==> src/rtl/tlp_fmt_pkg.sv <==
package tlp_fmt_pkg;
  localparam logic [2:0] CLS_MRD    = 3'd0;
  localparam logic [2:0] CLS_MWR    = 3'd1;
  localparam logic [2:0] CLS_ATOMIC = 3'd2;
  localparam logic [2:0] CLS_IORD   = 3'd3;
  localparam logic [2:0] CLS_IOWR   = 3'd4;

  typedef struct packed {
    logic capture;
    logic markValid;
  } ctrlStrobeT;

  typedef struct packed {
    logic malformed;
    logic sizeErr;
    logic fmtErr;
    logic atErr;
    logic upperZeroAdv;
    logic digestPresent;
    logic checkEcrc;
  } resultT;
endpackage

==> src/rtl/tlp_fmt_datapath.sv <==
module tlp_fmt_datapath
  import tlp_fmt_pkg::*;
#(
  parameter int LEN_W    = 10,
  parameter int OBS_W    = 11,
  parameter int ADDR_W   = 64,
  parameter int AT_W     = 2,
  parameter bit CHECK_AT = 1'b1
) (
  input  logic              clk,
  input  logic              rstN,
  input  ctrlStrobeT        strobes,
  input  logic              hdr4Dw,
  input  logic [2:0]        reqClass,
  input  logic [ADDR_W-1:0] addr,
  input  logic [AT_W-1:0]   atField,
  input  logic [LEN_W-1:0]  lenField,
  input  logic              hasPayload,
  input  logic              tdBit,
  input  logic [OBS_W-1:0]  obsLenDw,
  input  logic              ecrcEn,
  output resultT            res
);
  localparam int PAY_W   = LEN_W + 1;
  localparam int SUM_W   = OBS_W + 1;
  localparam int MAX_PAY = 1 << LEN_W;
  localparam int HI_W    = ADDR_W - 32;

  logic [PAY_W-1:0] payDw;
  logic [SUM_W-1:0] impliedDw;
  logic             isMem, isIo, sizeBad, atBad;
  resultT           nextRes;

  always_comb begin
    if (!hasPayload)          payDw = '0;
    else if (lenField == '0)  payDw = PAY_W'(MAX_PAY);
    else                      payDw = {1'b0, lenField};
    impliedDw = (hdr4Dw ? SUM_W'(4) : SUM_W'(3)) + SUM_W'(payDw) + SUM_W'(tdBit);
    sizeBad   = impliedDw != {1'b0, obsLenDw};
    isMem     = (reqClass == CLS_MRD) || (reqClass == CLS_MWR) || (reqClass == CLS_ATOMIC);
    isIo      = (reqClass == CLS_IORD) || (reqClass == CLS_IOWR);
  end

  generate
    if (CHECK_AT) begin : g_atCheck
      assign atBad = !isMem && (atField != '0);
    end else begin : g_atSkip
      assign atBad = 1'b0;
    end
  endgenerate

  always_comb begin
    nextRes.sizeErr       = sizeBad;
    nextRes.fmtErr        = isIo && hdr4Dw;
    nextRes.atErr         = atBad;
    nextRes.upperZeroAdv  = isMem && hdr4Dw && (addr[ADDR_W-1 -: HI_W] == '0);
    nextRes.digestPresent = tdBit;
    nextRes.checkEcrc     = tdBit && ecrcEn && !sizeBad;
    nextRes.malformed     = sizeBad || nextRes.fmtErr || atBad;
  end

  always_ff @(posedge clk or negedge rstN) begin
    if (!rstN) res <= '0;
    else if (strobes.capture) res <= nextRes;
  end


  hold_between_starts_chk: assert property (@(posedge clk) disable iff (!rstN)
    !strobes.capture |=> $stable(res));

  digest_follows_td_chk: assert property (@(posedge clk) disable iff (!rstN)
    strobes.capture |=> res.digestPresent == $past(tdBit));

  no_ecrc_when_unsupported_chk: assert property (@(posedge clk) disable iff (!rstN)
    (strobes.capture && !ecrcEn) |=> !res.checkEcrc);

  advisory_mem_only_chk: assert property (@(posedge clk) disable iff (!rstN)
    res.upperZeroAdv |-> (!res.fmtErr && !res.atErr));
endmodule

==> config.mk <==
export PLATFORM = sky130hd
export DESIGN_NAME = tlp_fmt_datapath
export DESIGN_NICKNAME = d
export VERILOG_FILES = /design/src/rtl/tlp_fmt_pkg.sv /design/src/rtl/tlp_fmt_datapath.sv
export SDC_FILE = /design/constraint.sdc
export NUM_CORES = 1
export LEC_CHECK = 0
export ABC_AREA = 1
export ABC_CLOCK_PERIOD_IN_PS = 900
export BUFFER_PORTS_ARGS = -buffer_cell sky130_fd_sc_hd__buf_2
export CORE_UTILIZATION = 35
export CTS_CLUSTER_DIAMETER = 50
export DETAILED_ROUTE_END_ITERATION = 8
export PLACE_DENSITY_LB_ADDON = 0.2
export REMOVE_ABC_BUFFERS = 1
export SLEW_MARGIN = 20
export SYNTH_ARGS = -nofsm -noshare
export SYNTH_HDL_FRONTEND = slang
export SYNTH_SLANG_ARGS = --single-unit
export TNS_END_PERCENT = 100
==> constraint.sdc <==
create_clock -name clk -period 0.9 [get_ports clk]
set_clock_uncertainty 0.1 [all_clocks]
set_input_delay 0.045 -clock clk [delete_from_list [all_inputs] [get_ports clk]]
set_output_delay 0.045 -clock clk [all_outputs]
set_load 0.02 [all_outputs]
### Word level (Yosys, flattened, before mapping)

Index checks and enable logic that the tools add are counted.

* register bits after elaboration: 7
* bits of input ports: 98

* equality and inequality tests: 5
* mux-type cells: 3
* reduce and logical (&&, ||, !) cells: 17
* $add $sub $neg: 2

Operators with widths (count)
* 32-bit zero test: 1
* 11-bit two-way mux: 2
* 12-bit by 1-bit adder with 12-bit output: 1
* 3-bit by 11-bit adder with 12-bit output: 1
* 12-bit by 11-bit inequality test with 1-bit output: 1
* 10-bit zero test: 1
* 3-bit by 2-bit equality test with 1-bit output (second input constant): 2
* 1-bit logical AND: 6
* 1-bit logical OR: 5
* 3-bit by 1-bit equality test with 1-bit output (second input constant): 1
* 3-bit equality test (second input constant): 1
* 3-bit zero test: 1
* 3-bit two-way mux: 1
* 1-bit zero test: 2
* 2-bit nonzero test: 1

### Logic depth before layout (Yosys ltp)

* word-level depth: 8
* gate-level depth with buffers: 20
* mapped depth without buffers: 19

### Least setup slack after synthesis

No wires, ideal clock.

* path kind: input to register
* start point: input port hasPayload
* end point: register res[6] (netlist name)
* required time: 0.684 ns
* data arrival time: 1.846 ns
* path slack: -1.162 ns
* library setup time: 0.116 ns
* stages on the path: 14
* cell sequence: buf_4 -> nand2_1 -> inv_1 -> fa_1 -> inv_1 -> fa_1 -> xor2_1 -> nand2_1 -> a21oi_1 -> o211ai_1 -> nor2_2 -> nand4_1 -> nand2_1 -> nand2_1

* longest elaborated chain between the ends: 6

RTL lines
* from (decl): line tlp_fmt_datapath.sv:18 `input logic hasPayload,`
* 11-bit two-way mux: line tlp_fmt_datapath.sv:35 `if (!hasPayload) payDw = '0;`
* 3-bit by 11-bit adder with 12-bit output: line tlp_fmt_datapath.sv:38 `impliedDw = (hdr4Dw ? SUM_W'(4) : SUM_W'(3)) + SUM_W'(payDw) + SUM_W'(tdBit);`
* 12-bit by 1-bit adder with 12-bit output: line tlp_fmt_datapath.sv:38
* 12-bit by 11-bit inequality test with 1-bit output: line tlp_fmt_datapath.sv:39 `sizeBad = impliedDw != {1'b0, obsLenDw};`
* 1-bit logical OR (2 in a row): line tlp_fmt_datapath.sv:59 `nextRes.malformed = sizeBad || nextRes.fmtErr || atBad;`
* to (signal assigned): line tlp_fmt_datapath.sv:64 `else if (strobes.capture) res <= nextRes;`
* to (decl): line tlp_fmt_datapath.sv:22 `output resultT res`

No other way between the ends.
A chain may end at the register's enable or synchronous reset.

### Final worst setup path

* start point: input port lenField[0]
* end point: register res[6] (netlist name)

* longest elaborated chain between the ends: 8

RTL lines
* from (decl): line tlp_fmt_datapath.sv:17 `input logic [LEN_W-1:0] lenField,`
* 10-bit zero test: line tlp_fmt_datapath.sv:36 `else if (lenField == '0) payDw = PAY_W'(MAX_PAY);`
* 11-bit two-way mux (*): line tlp_fmt_datapath.sv:36
* 11-bit two-way mux (*): line tlp_fmt_datapath.sv:35
* 3-bit by 11-bit adder with 12-bit output (*): line tlp_fmt_datapath.sv:38
* 12-bit by 1-bit adder with 12-bit output (*): line tlp_fmt_datapath.sv:38
* 12-bit by 11-bit inequality test with 1-bit output (*): line tlp_fmt_datapath.sv:39
* 1-bit logical OR (*) (2 in a row): line tlp_fmt_datapath.sv:59

Every way passes the cells marked *; elsewhere a longest branch is shown, timed or not.

==> flow_summary.toml <==
[run_status]
run_status = "complete, but fails checks"
violations = "negative setup slack"

[floorplan]
die_area_mm2 = 0.00304
die_width_um = 55.1
row_count = 18
die_y_um = 55.1
start_util_pct = 38.5
ios = 105
core-area_mm2 = 0.00257

[power_and_ir_drop]
leakagePower_nw = 0.981
power_density_mw_per_mm2 = 755
ir_worst_vdd_v = 0.000705
p_total_mw = 1.30

[final_layout]
diodes = 0
syn2layout_area_growth_pct = 74.9
nets = 370
reg_top3 = "res x7"
final_core_util_pct = 67.3
final_common_cell = "buf_2"
final_cell_mix = "62 x buf_2, 54 x nand2_1, 26 x buf_4, 19 x nand3_1, 18 x inv_1"
n_fill_cell = 244
largest_reg_flops = 7
layout-drive-gt1-share_pct = 47.2
regMostFlops = "res"

[clock_tree]
clk-insertion-delay-late_ns = 0.24
ctsHtreeMaxLevel = 1
root_buffer = "clkbuf_4"
cts.clk_slew.worst_paths_ns = 0.05
cts_buffers = 3
cts.sinks = 7
tritoncts = "built"
cts_buffer_depth = 2

[sta]
layout_setup_ws_ns = -0.961
slew_headroom_pct = 80.6
slew_viol_final = 0
worst_slew_pin_slew_ns = 0.288
setup_viol = 8
fin_crit_sh_pct = 207
final_hold_viol_count = 0
hold_ws_ns = 0.0467
max_freq_mhz = 537
rsz0062_at_grt = "yes"
period_needed_ns = 1.86

[place]
port_buffers = 71
pre_cts_slack_ns = -1.30
globalplace.congestion = 0.882
place_hpwl_um = 2530

[grt]
grt_max_degree = 12
grt_usage_pct = 20.3
grt-ovfl-total = 0
grt_pass1_vias = 1128
antenna_found_initial = 0
grt_pass1_wl_um = 4500

[worst_setup_path]
path_class = "primary input to flop"
end_kind = "flop"
cp.required_ns = 0.93
crit_path_max_fanout = 3
critPathLaunchType = "primary input"
worstPathArrival_ns = 1.89

[detailed_routing]
post-route-drc-count = 0
postRouteWirelength_um = 3140
post_drt_wl_per_cell_um = 10.6
drt-initial-drc-count = 32
viasPerCell = 4.66
ant_nets = 0
drt_pass1_iterations = 4
vias = 1383

[synthesis]
synth_area_um2 = 987
ys_seq_area_share_pct = 17.7
postSynthCellCount = 166
synth.distinct_cells = 25
yosys_warnings = 0
ys_ff_latch = 7
syn_area_per_cell_um2 = 5.95

[run]
maxCapViolations = 0

[hold_path]
min_path_type = "primary input to flop"
==> cells by family after synthesis <==
group | Yosys count | share of synthesized area [%]
flops | 7 | 17.7
compound gates | 9 | 4.82
simple gates | 113 | 53.6
fa+ha+maj | 4 | 6.59
xor+xnor | 7 | 6.97
buf+inv | 26 | 10.3
==> metrics by stage <==
step	std cells	setup TNS [ns]	area, um^2
6_report	297	-2.88	1730
5_1_grt	297	-3.62	1730
4_1_cts	293	-2.96	1650
3_5_place_dp	284	-4.05	1510
3_3_place_gp	284	-3.82	1510
2_1_floorplan	164	-3.00	976
==> repair_timing <==
action	CTS	global route
gates resized for setup	24	9
endpoints found under the hold margin	10	0
setup buffers	3	4
hold buffers	2	0
pin swaps	6	6
endpoints found under the setup margin	10	11
cloned	0	0
==> cell usage after synthesis, drive strengths merged <==
master	count	share of area [%]
nor2	15	6.7
nand3	20	11
ha	2	2.5
xor2	5	4.4
inv	24	9.1
buf	1	0.76
dfrtp	7	18
nor4	8	5.1
o211ai	1	0.76
nand3b	2	1.5
a21oi	2	1.0
nand4	8	5.1
or2	1	0.63
nor3	1	1.6
o21ai	6	3.0
nand2	58	22
fa	2	4.1
clkbuf	1	0.38
xnor2	2	2.5
==> critical path, stage by stage <==
cell      delay, ns
buf_6          0.10
nand2_4        0.06
inv_2          0.04
fa_2           0.36
inv_2          0.07
fa_2           0.42
xor2_1         0.15
nand2_1        0.08
a21oi_2        0.10
o211ai_1       0.11
nor2_2         0.17
nand4_1        0.09
nand2_1        0.07
nand2_1        0.04
==> where the power goes <==
group          internal [mW]  switching [mW]
Clock                  0.168           0.102
Combinational          0.355           0.333
Sequential             0.334          0.0128
Total                  0.857           0.447
==> layout make-up <==
type	instances	area (um^2)	share of cell area, %
multi-input cells	133	771	44.6
clock buffers	4	26.3	1.52
flip-flops and latches	7	175	10.1
repair buffers	99	627	36.3
well taps	30	37.5	2.17
inverters	24	90.1	5.22
==> worst paths after layout <==
path	start	end	slack (ns)	cells past startpoint
max	lenField[0]	res[6]$_DFFE_PN0P_	-0.96	14
min	ecrcEn	res[0]$_DFFE_PN0P_	0.05	4
max reg2reg	res[4]$_DFFE_PN0P_	res[4]$_DFFE_PN0P_	0.02	3
min reg2reg	res[6]$_DFFE_PN0P_	res[6]$_DFFE_PN0P_	0.41	2
max in group asynchronous	rstN	res[0]$_DFFE_PN0P_	0.48	2
min in group asynchronous	rstN	res[2]$_DFFE_PN0P_	0.07	2
==> metal layers <==
metal / up-vias / wire [um] / GRT usage (%)
li1: 745 / - / -
met1: 590 / 1410 / 24.3
met2: 48 / 1530 / 39.4
met3: 0 / 206 / 2.19
met4: 0 / 0 / 2.50
met5: - / 0 / 0
Note: power is estimated with default switching activity, not from simulation.
